## src/rtl/blkw_pkg.sv

```systemverilog
package blkw_pkg;
  typedef enum logic [2:0] {
    OP_IDLE         = 3'd0,
    OP_WRITE        = 3'd1,
    OP_WRITE_MASKED = 3'd2,
    OP_BLOCK_WRITE  = 3'd3,
    OP_LOAD_COLOR   = 3'd4,
    OP_LOAD_MASK    = 3'd5
  } op_e;
endpackage

```

## src/rtl/blkw_regs.sv

```systemverilog
module blkw_regs #(
  parameter int DATA_W = 4
) (
  input  logic              clk,
  input  logic              rst_n,
  input  logic              load_color,
  input  logic              load_mask,
  input  logic [DATA_W-1:0] din,
  output logic [DATA_W-1:0] color_q,
  output logic [DATA_W-1:0] mask_q
);
  logic [DATA_W-1:0] color_d, mask_d;
  logic              color_en, mask_en;

  always_comb begin
    color_en = load_color;
    mask_en  = load_mask;
    color_d  = din;
    mask_d   = din;
  end

  always_ff @(posedge clk or negedge rst_n) begin
    if (!rst_n) begin
      color_q <= '0;
      mask_q  <= '1;
    end else begin
      if (color_en) color_q <= color_d;
      if (mask_en)  mask_q  <= mask_d;
    end
  end
endmodule

```

## src/rtl/blkw_mask_sel.sv

```systemverilog
module blkw_mask_sel #(
  parameter int DATA_W = 4
) (
  input  logic              apply_mask,
  input  logic              new_mask,
  input  logic [DATA_W-1:0] mask_in,
  input  logic [DATA_W-1:0] mask_q,
  output logic [DATA_W-1:0] bit_en
);
  always_comb begin
    if (!apply_mask)   bit_en = '1;
    else if (new_mask) bit_en = mask_in;
    else               bit_en = mask_q;
  end
endmodule

```

## src/rtl/blkw_col_gen.sv

```systemverilog
module blkw_col_gen #(
  parameter int DATA_W = 4,
  parameter int COLS   = 512,
  localparam int COL_W  = $clog2(COLS),
  localparam int LANE_W = $clog2(DATA_W)
) (
  input  logic              single_col,
  input  logic              block_col,
  input  logic [COL_W-1:0]  col_addr,
  input  logic [DATA_W-1:0] sel,
  output logic [COL_W-1:0]  col_base,
  output logic [DATA_W-1:0] lane_en
);
  always_comb begin
    col_base = col_addr;
    if (block_col) col_base[LANE_W-1:0] = '0;
  end

  for (genvar i = 0; i < DATA_W; i++) begin : g_lane
    if (i == 0) begin : g_first
      assign lane_en[i] = block_col ? sel[i] : single_col;
    end else begin : g_rest
      assign lane_en[i] = block_col & sel[i];
    end
  end
endmodule

```

## src/rtl/blkw_datapath.sv

```systemverilog
module blkw_datapath
  import blkw_pkg::*;
#(
  parameter int DATA_W = 4,
  parameter int COLS   = 512,
  localparam int COL_W = $clog2(COLS)
) (
  input  logic              clk,
  input  logic              rst_n,
  input  logic [2:0]        op_code,
  input  logic              new_mask,
  input  logic [COL_W-1:0]  col_addr,
  input  logic [DATA_W-1:0] din,
  input  logic [DATA_W-1:0] mask_in,
  output logic              wr_en,
  output logic [COL_W-1:0]  wr_col,
  output logic [DATA_W-1:0] wr_lane_en,
  output logic [DATA_W-1:0] wr_bit_en,
  output logic [DATA_W-1:0] wr_data
);
  op_e               op;
  logic              is_plain, is_masked, is_block;
  logic              ld_color, ld_mask;
  logic [DATA_W-1:0] color_q, mask_q, sel_bits;
  logic [COL_W-1:0]  base_c;
  logic [DATA_W-1:0] lane_c;

  logic              en_d;
  logic [COL_W-1:0]  col_d;
  logic [DATA_W-1:0] lane_d, bit_d, data_d;

  always_comb begin
    op        = op_e'(op_code);
    is_plain  = (op == OP_WRITE);
    is_masked = (op == OP_WRITE_MASKED);
    is_block  = (op == OP_BLOCK_WRITE);
    ld_color  = (op == OP_LOAD_COLOR);
    ld_mask   = (op == OP_LOAD_MASK);
  end

  blkw_regs #(.DATA_W(DATA_W)) regs_i (
    .clk        (clk),
    .rst_n      (rst_n),
    .load_color (ld_color),
    .load_mask  (ld_mask),
    .din        (din),
    .color_q    (color_q),
    .mask_q     (mask_q)
  );

  blkw_mask_sel #(.DATA_W(DATA_W)) msel_i (
    .apply_mask (is_masked | is_block),
    .new_mask   (new_mask),
    .mask_in    (mask_in),
    .mask_q     (mask_q),
    .bit_en     (sel_bits)
  );

  blkw_col_gen #(.DATA_W(DATA_W), .COLS(COLS)) cgen_i (
    .single_col (is_plain | is_masked),
    .block_col  (is_block),
    .col_addr   (col_addr),
    .sel        (din),
    .col_base   (base_c),
    .lane_en    (lane_c)
  );

  always_comb begin
    en_d   = |lane_c;
    col_d  = '0;
    lane_d = '0;
    bit_d  = '0;
    data_d = '0;
    if (en_d) begin
      col_d  = base_c;
      lane_d = lane_c;
      bit_d  = sel_bits;
      data_d = is_block ? color_q : din;
    end
  end

  always_ff @(posedge clk or negedge rst_n) begin
    if (!rst_n) begin
      wr_en      <= 1'b0;
      wr_col     <= '0;
      wr_lane_en <= '0;
      wr_bit_en  <= '0;
      wr_data    <= '0;
    end else begin
      wr_en      <= en_d;
      wr_col     <= col_d;
      wr_lane_en <= lane_d;
      wr_bit_en  <= bit_d;
      wr_data    <= data_d;
    end
  end
endmodule

```

## config.mk

```make
export PLATFORM = sky130hd
export DESIGN_NAME = blkw_datapath
export DESIGN_NICKNAME = d
export VERILOG_FILES = /design/src/rtl/blkw_pkg.sv /design/src/rtl/blkw_regs.sv /design/src/rtl/blkw_mask_sel.sv /design/src/rtl/blkw_col_gen.sv /design/src/rtl/blkw_datapath.sv
export SDC_FILE = /design/constraint.sdc
export NUM_CORES = 1
export LEC_CHECK = 0
export BUFFER_PORTS_ARGS = -buffer_cell sky130_fd_sc_hd__buf_2
export CAP_MARGIN = 20
export CORE_ASPECT_RATIO = 2
export CORE_UTILIZATION = 43
export CTS_CLUSTER_SIZE = 16
export DETAILED_ROUTE_END_ITERATION = 7
export PLACE_DENSITY = 0.75
export SYNTH_ARGS = -nofsm -noshare
export SYNTH_HDL_FRONTEND = slang
export SYNTH_HIERARCHICAL = 1
export SYNTH_SLANG_ARGS = --single-unit
```

## constraint.sdc

```tcl
create_clock -name clk -period 0.8 [get_ports clk]
set_input_delay 0.2 -clock clk [delete_from_list [all_inputs] [get_ports clk]]
set_output_delay 0.2 -clock clk [all_outputs]
set_load 0.05 [all_outputs]
```

Yosys cells after proc, flatten, opt, wreduce, memory -nomap -nowiden:

Cells that the tools add are included.

* shift operators: 0
* reductions and logical operators: 1
* order comparisons: 0
* bitwise gates (word level): 5
* multipliers: 0
* mux-type cells: 9
* divide/modulo/power cells: 0
* add/subtract/negate cells: 0
* equality and inequality tests: 5

Operators with widths (number)
* two-way mux 4 bit: 6
* two-way mux 9 bit: 1
* == test 3 x 2 -> 1 bit (second input constant): 2
* == test 3 bit (second input constant): 2
* OR reduction 4 bit: 1
* bitwise AND 1 bit: 3
* == test 3 x 1 -> 1 bit (second input constant): 1
* two-way mux 2 bit: 1
* bitwise OR 1 bit: 2
* two-way mux 1 bit: 1

* bits in registers: 30
* latch bits: 0
* memories kept: 0
* word-level logic and storage cells: 27
* bits in writable memories: 0
* bits in read-only memories: 0

Logic depth before layout (Yosys ltp):

Gate-level depths: netlist of the first run.

* depth in word-level cells: 5
* depth in mapped cells: 6

Hierarchy:

Netlist of the first run, hierarchy kept.

By module, submodules not included
* blkw_datapath: instances 1, area an instance 814.5 um^2, cells an instance 57, seq. area each 550.5 um^2
* blkw_regs: instances 1, area an instance 295.3 um^2, cells an instance 16, seq. area each 205.2 um^2
* blkw_col_gen: instances 1, area an instance 107.6 um^2, cells an instance 13, seq. area each 0.0 um^2
* blkw_mask_sel: instances 1, area an instance 60.1 um^2, cells an instance 9, seq. area each 0.0 um^2

Least setup slack after synthesis of the first run:

No wires, ideal clock.

* kind: in2reg
* start: input port op_code[2]
* end: register wr_bit_en[0]
* data arrival time: 1.513 ns
* cell stages on the path: 5
* setup slack: -0.833 ns
* buffers on the path: 0
* required time: 0.680 ns
* cells stage by stage: nand3b_2 inv_1 mux2_4 nor4_4 and2b_2

* elaborated cells between the ends (all ways): 12
* those cells by class: eq/ne: 3; mux: 3; bitwise: 5; reduce/logical: 1

RTL lines
* start: declaration: line blkw_datapath.sv:10 `input logic [2:0] op_code,`
* == test 3 x 2 -> 1 bit: line blkw_datapath.sv:36 `is_block = (op == OP_BLOCK_WRITE);`
* via is_block: line blkw_datapath.sv:22 `logic is_plain, is_masked, is_block;`
* two-way mux 1 bit: line blkw_col_gen.sv:21 `assign lane_en[i] = block_col ? sel[i] : single_col;`
* via lane_c[0]: line blkw_datapath.sv:26 `logic [DATA_W-1:0] lane_c;`
* OR reduction 4 bit: line blkw_datapath.sv:69 `en_d = |lane_c;`
* two-way mux 4 bit: line blkw_datapath.sv:74 `if (en_d) begin`
* via bit_d[0]: line blkw_datapath.sv:30 `logic [DATA_W-1:0] lane_d, bit_d, data_d;`
* end signal: assignment: line blkw_datapath.sv:93 `wr_bit_en <= bit_d;`
* end: declaration: line blkw_datapath.sv:18 `output logic [DATA_W-1:0] wr_bit_en,`

The timed path passes the listed nets, and every way through them passes these cells.
A chain may end at the register's enable or synchronous reset.

Worst setup path in the final report of the first run:

* start: input port op_code[2]
* end: register wr_col[1]

* elaborated cells between the ends (all ways): 11
* those cells by class: eq/ne: 3; mux: 3; bitwise: 4; reduce/logical: 1

RTL lines
* == test 3 x 2 -> 1 bit: line blkw_datapath.sv:36
* via is_block: line blkw_datapath.sv:22
* two-way mux 1 bit: line blkw_col_gen.sv:21
* via lane_c[0]: line blkw_datapath.sv:26
* OR reduction 4 bit: line blkw_datapath.sv:69
* two-way mux 9 bit: line blkw_datapath.sv:74
* via col_d[1]: line blkw_datapath.sv:29 `logic [COL_W-1:0] col_d;`
* end signal: assignment: line blkw_datapath.sv:91 `wr_col <= col_d;`
* end: declaration: line blkw_datapath.sv:16 `output logic [COL_W-1:0] wr_col,`

The timed path passes the listed nets, and every way through them passes these cells.

==> results of run 1 <==
==> layer usage <==
layer | GRT usage [%] | up-vias | routed length [µm]
li1 | - | 400 | -
met1 | 18.3 | 414 | 801
met2 | 32.4 | 27 | 1480
met3 | 5.87 | 6 | 114
met4 | 10.0 | 0 | 64
met5 | 0 | - | 0
==> per-stage QoR <==
step / cell area [µm²] / utilization (%) / total power, µW / setup TNS, ns / hold slack (ns)
floorplan: 1330 / - / 2500 / -12.02 / -0.0956
global placement: 1610 / 58.2 / 2770 / -14.99 / 0.156
detailed placement: 1610 / 58.2 / 2800 / -16.05 / 0.161
CTS: 1890 / 68.1 / 4200 / -12.04 / 0.134
global route: 1890 / 68.1 / 4350 / -13.04 / 0.130
finish: 1890 / 68.1 / 4150 / -11.62 / 0.139
==> Yosys cell counts, drive strengths merged <==
master	n	area [µm²]
and2	3	22.5
and2b	10	87.6
and3b	1	8.76
buf	8	63.8
clkbuf	4	16.3
dfrtp	26	651
dfstp	4	105
dlygate4sd3	1	10.0
inv	2	7.51
mux2	9	105
mux2i	8	80.1
nand2	4	15.0
nand3b	1	11.3
nor2	5	18.8
nor2b	6	37.5
nor3b	1	7.51
nor4	1	21.3
xnor2	1	8.76
==> logic make-up (layout without fill, tap and decap cells) <==
logic type,count (synthesis),after routing
xor+xnor,1,1
mux,17,17
buf+inv,15,68
flops,30,30
simple gates,32,32
==> how the worst min path moves through the flow <==
stage	endpoint	slack, ns	cells after the start
5_1_grt	wr_col[6]$_DFF_PN0_	0.13	2
4_1_cts	wr_col[6]$_DFF_PN0_	0.13	2
3_5_place_dp	wr_col[0]$_DFF_PN0_	0.16	2
2_1_floorplan	regs_i/color_q[0]$_DFFE_PN0P_	-0.1	0
6_report	wr_col[6]$_DFF_PN0_	0.14	2
3_3_place_gp	wr_col[5]$_DFF_PN0_	0.16	2
==> layout make-up <==
class,count,area share [%]
Clock buffer,7,4.58
Inverter,2,0.531
Multi-Input combinational cell,50,25.2
Timing Repair Buffer,58,27.4
Tap cell,29,1.92
Clock inverter,1,0.265
Sequential cell,30,40.1
==> power groups by stage <==
| stage | combinational [µW] | sequential [µW] | clock [µW] |
|---|---|---|---|
| 6_report | 1130 | 1810 | 1210 |
| 5_1_grt | 1190 | 1830 | 1330 |
| 4_1_cts | 1140 | 1810 | 1250 |
| 3_5_place_dp | 990 | 1810 | 0 |
| 3_3_place_gp | 964 | 1810 | 0 |
| 2_1_floorplan | 353 | 2150 | 0 |
==> worst max-delay path, cell delays in order <==
cell,delay [ns]
buf_6,0.09
nand3b_4,0.16
inv_4,0.07
mux2_4,0.32
nor4_4,0.15
buf_4,0.18
and2b_2,0.21
==> what timing repair did <==
| item | in CTS | in global routing |
|---|---|---|
| buffers inserted | 0 | 1 |
| hold endpoints to repair | 26 | 0 |
| endpoints found under the setup margin | 48 | 44 |
| gates resized for setup | 53 | 1 |
| gates cloned | 1 | 0 |
| hold buffers | 1 | 0 |
| pin swaps | 1 | 1 |
==> registers in the layout (all words and copies together) (netlist names) <==
register and flops:
regs_i/color_q 4, regs_i/mask_q 4, wr_bit_en 4, wr_col 9, wr_data 4, wr_en 1, wr_lane_en 4
==> out/qor.yml, run 1 <==
fin_crit_ns: 1.21
seq_area_um2: 756
drt-total-wl_mm: 2.46
p_per_area_nw_per_um2: 2200
syn_area_per_cell_um2: 13.4
syn_nets: 118
ys_ff_latch: 30
route.detailed.drc: 0
area_growth_pct: 47.6
synth_mux_area_share_pct: 14.5
stdcell_count: 177
htreeDepth: 2
routabilityCongestion: 0.852
ant_nets: 0
rr_endpoint: "wr_bit_en[0]$_DFF_PN0_"
worstMarginPinSlew_ns: 0.251
multi_input_area_um2: 475
synth_compound_area_share_pct: 0
worstSetupPathType: "in -> reg"
ctsRootBufferMaster: "clkbuf_8"
worstHoldStart: "col_addr[6]"
io-pin-count: 45
synth_area_um2: 1280
first_iter_violations: 3
synth_cells: 95
intPower_uw: 2940
dieArea_um2: 3210
r2r_start: "regs_i/mask_q[0]$_DFFE_PN1P_"
via_count: 847
hp-class: "in -> reg"
final_common_cell: "dfrtp_1"
reg2reg_depth: 3
placedCellCount: 167
startpoint: "op_code[2]"
p_clk_share_pct: 29.1
hold_viol: 0
fin_crit_sh_pct: 151
synth_top_family_by_area: "simple AND/OR/NAND/NOR gates"
start_kind: "input port"
cts.path.max_buffers: 2
rsz0062_at_grt: "yes"
core_area_um2: 2770
yosys.area_share.simple_pct: 18.0
die_h_um: 79.1
via_per_inst: 4.79
wl_per_cell_um: 13.9
peakVddDrop_v: 0.00142
violations: "setup timing"
rows: 27
cts_sinks: 30
max_freq_ghz: 0.829
numCtsBuffers: 5
cp-end-kind: "register"
status: "finished, violations left"
grt_pass1_vias: 930
finClkSkew_ns: 0.00311
crit_fanout: 5
final_cell_mix: "dfrtp_1, buf_6, buf_2, and2b_2, buf_4"
combPwrFrac_pct: 27.2
critPathRequiredTime_ns: 0.97
num_antenna_cells: 0
max_cap_violations: 0
synth-warning-count: 6
netSwitchingPower_uw: 1210
endpoint: "wr_col[1]$_DFF_PN0_"
seq_power_share_pct: 43.7
setup_viol_count_final: 44
cts_tree: "yes"
swShare_pct: 29.1
overflow: 0
synthAdderAreaFrac_pct: 0
clkLatencyLatePin_ns: 0.28
drt-pass1-iter-count: 3
dp_hpwl_mm: 1.84
pre_cts_ws_ns: -0.740
worst_slack_ns: -0.407
start_util_pct: 46.1
synth_xor_area_share_pct: 0.686
clk_pin_slew_ns: 0.06
slew_headroom_pct: 83.2
p_leak_uw: 0.000988
synth_cell_type_count: 21
yosysSeqAreaShare_pct: 59.2
layout.nets: 170
r2r_setup_slack_ns: -0.09
drive_above_1_share_pct: 64.9
fillCellCount: 208
drv_slew: 0
io_buffers: 44
grt_max_degree: 31
die_x_um: 40.5
antenna_found_initial: 0
crit_arrival_ns: 1.38
grt.total_usage_pct: 18.9
grt_pass1_wl_mm: 3.93
Note: power is estimated with default switching activity, not from simulation.
==> run 2: changes to the inputs <==
--- a/config.mk
+++ b/config.mk
@@ -12,6 +12,7 @@
 export CTS_CLUSTER_SIZE = 16
 export DETAILED_ROUTE_END_ITERATION = 7
 export PLACE_DENSITY = 0.75
+export RECOVER_POWER = 100
 export SYNTH_ARGS = -nofsm -noshare
 export SYNTH_HDL_FRONTEND = slang
 export SYNTH_HIERARCHICAL = 1
==> run 2 against run 1 <==
  * The run still ends with setup timing left
  * Register-to-register slack barely moved
  * Clock power barely moved
  * Power fell by 0.15%
  * Critical path depth did not move
  * Sequential share of layout area rose by 0.19 points
  * First-iteration DRC count did not move
  * Combinational power barely moved
  * Routed wire length barely moved
  * Clock skew did not move
  * Maximum frequency did not move
  * Global-route usage did not move
  * Setup slack did not move
==> out/qor.yml, run 2 (synthesized netlist as in run 1, its figures left out) <==
start_util_pct: 46.1  # unchanged
rsz0062_at_grt: "yes"
grt.total_usage_pct: 18.9  # unchanged
num_antenna_cells: 0  # unchanged
ant_nets: 0  # unchanged
layout.nets: 170  # unchanged
seq_power_share_pct: 43.7  # about the same
antenna_found_initial: 0  # unchanged
fin_crit_sh_pct: 151  # unchanged
grt_max_degree: 31  # unchanged
dieArea_um2: 3210  # unchanged
cts_tree: "yes"
wl_per_cell_um: 13.9  # about the same
drv_slew: 0  # unchanged
worstMarginPinSlew_ns: 0.262  # +0.0113 ns
io_buffers: 44  # unchanged
drt-total-wl_mm: 2.46  # about the same
htreeDepth: 2  # unchanged
grt_pass1_wl_mm: 3.93  # unchanged
io-pin-count: 45  # unchanged
netSwitchingPower_uw: 1210  # about the same
fin_crit_ns: 1.21  # unchanged
dp_hpwl_mm: 1.84  # unchanged
swShare_pct: 29.1  # about the same
via_per_inst: 4.79  # unchanged
drt-pass1-iter-count: 3  # unchanged
cp-end-kind: "register"
core_area_um2: 2770  # unchanged
clkLatencyLatePin_ns: 0.28  # about the same
overflow: 0  # unchanged
p_per_area_nw_per_um2: 2210  # +0.32%
max_freq_ghz: 0.829  # unchanged
cts.path.max_buffers: 2  # unchanged
rows: 27  # unchanged
pre_cts_ws_ns: -0.740  # unchanged
placed_cell_area_um2: 1610  # unchanged
slew_headroom_pct: 82.5  # -0.72 points
intPower_uw: 2940  # -0.18%
largest_reg_flops: 9  # unchanged
via_count: 847  # unchanged
finalInstanceArea_um2: 1880  # -0.46%
worst_slack_ns: -0.407  # unchanged
drive_above_1_share_pct: 64.9  # unchanged
crit_arrival_ns: 1.38  # about the same
placedCellCount: 167  # unchanged
ctsRootBufferMaster: "clkbuf_8"
route.detailed.drc: 0  # unchanged
p_clk_share_pct: 29.2  # about the same
p_leak_uw: 0.000985  # -0.32%
die_x_um: 40.5  # unchanged
peakVddDrop_v: 0.00142  # about the same
clk_pin_slew_ns: 0.06  # about the same
numCtsBuffers: 5  # unchanged
regMostFlops: "wr_col"
setup_viol_count_final: 44  # unchanged
critPathRequiredTime_ns: 0.97  # about the same
final_cell_mix: "buf_6, dfrtp_1, buf_2, and2b_2, buf_4"
violations: "setup timing"
total_power_uw: 4140  # -0.15%
max_cap_violations: 0  # unchanged
routabilityCongestion: 0.852  # unchanged
worstSetupPathType: "in -> reg"
hp-class: "in -> reg"
status: "finished, violations left"
hold_viol: 0  # unchanged
finClkSkew_ns: 0.00311  # unchanged
crit_fanout: 5  # unchanged
die_h_um: 79.1  # unchanged
stdcell_count: 177  # unchanged
area_growth_pct: 46.9
first_iter_violations: 3  # unchanged
combPwrFrac_pct: 27.1  # about the same
grt_pass1_vias: 930  # unchanged
cts_sinks: 30  # unchanged
start_kind: "input port"
-- run 2: cell count changes in the layout (fill, tap and decap cells not counted), sizes merged --
| cell | previous run | this run |
|---|---|---|
| buf | 57 | 56 |
| clkbuf | 7 | 8 |
-- run 2: power groups by stage --
| stage | clock, µW | combinational [µW] | sequential, µW |
|---|---|---|---|
| floorplan | 0 | 353 | 2150 |
| global placement | 0 | 964 | 1810 |
| detailed placement | 0 | 990 | 1810 |
| CTS | 1250 | 1140 | 1810 |
| global route | 1330 | 1190 | 1830 |
| finish | 1210 | 1120 | 1810 |
-- run 2: worst max-delay path: stages --
cell,delay [ns]
buf_6,0.09
nand3b_4,0.16
inv_4,0.07
mux2_4,0.32
nor4_4,0.15
buf_4,0.18
and2b_2,0.21
-- run 2: through the flow --
step           hold slack [ns]  TNS, ns  utilization (%)
2_1_floorplan          -0.0956   -12.02                -
3_3_place_gp             0.156   -14.99             58.2
3_5_place_dp             0.161   -16.05             58.2
4_1_cts                  0.134   -12.04             68.1
5_1_grt                  0.130   -13.04             67.8
6_report                 0.139   -11.62             67.8
-- run 2: path summary, 6_finish.rpt --
check	slack, ns	cells after the start	endpoint	from
max in group asynchronous	0.11	3	regs_i/mask_q[1]$_DFFE_PN1P_	rst_n
min in group asynchronous	0.42	3	wr_col[0]$_DFF_PN0_	rst_n
max reg2reg	-0.09	3	wr_bit_en[0]$_DFF_PN0_	regs_i/mask_q[0]$_DFFE_PN1P_
max	-0.41	7	wr_col[1]$_DFF_PN0_	op_code[2]
min	0.14	2	wr_col[6]$_DFF_PN0_	col_addr[6]
min reg2reg	0.51	1	regs_i/color_q[2]$_DFFE_PN0P_	regs_i/color_q[2]$_DFFE_PN0P_
-- run 2: per-layer routing --
metal  vias to the layer above  part of all wire (%)  GRT usage, %
met5                         -                     0             0
met4                         0                   2.6          10.0
met3                         6                   4.6          5.87
met1                       414                    33          18.3
li1                        400                     -             -
met2                        27                    60          32.4
-- run 2: area by class of cell --
cell class,instances,area [µm²]
clock buffer,7,86.3
clock inverter,1,5.00
inverter,2,10.0
multi-input combinational,50,475
timing repair buffer,58,508
fill,211,893
sequential,30,756
tap,29,36.3
-- run 2: what timing repair did --
item                                   4_1_cts  5_1_grt
pin swaps                                    1        1
setup endpoints to repair                   48       44
gates cloned                                 1        0
endpoints found under the hold margin       26        0
resized for setup                           53        1
buffers inserted                             0        1
hold buffers                                 1        0
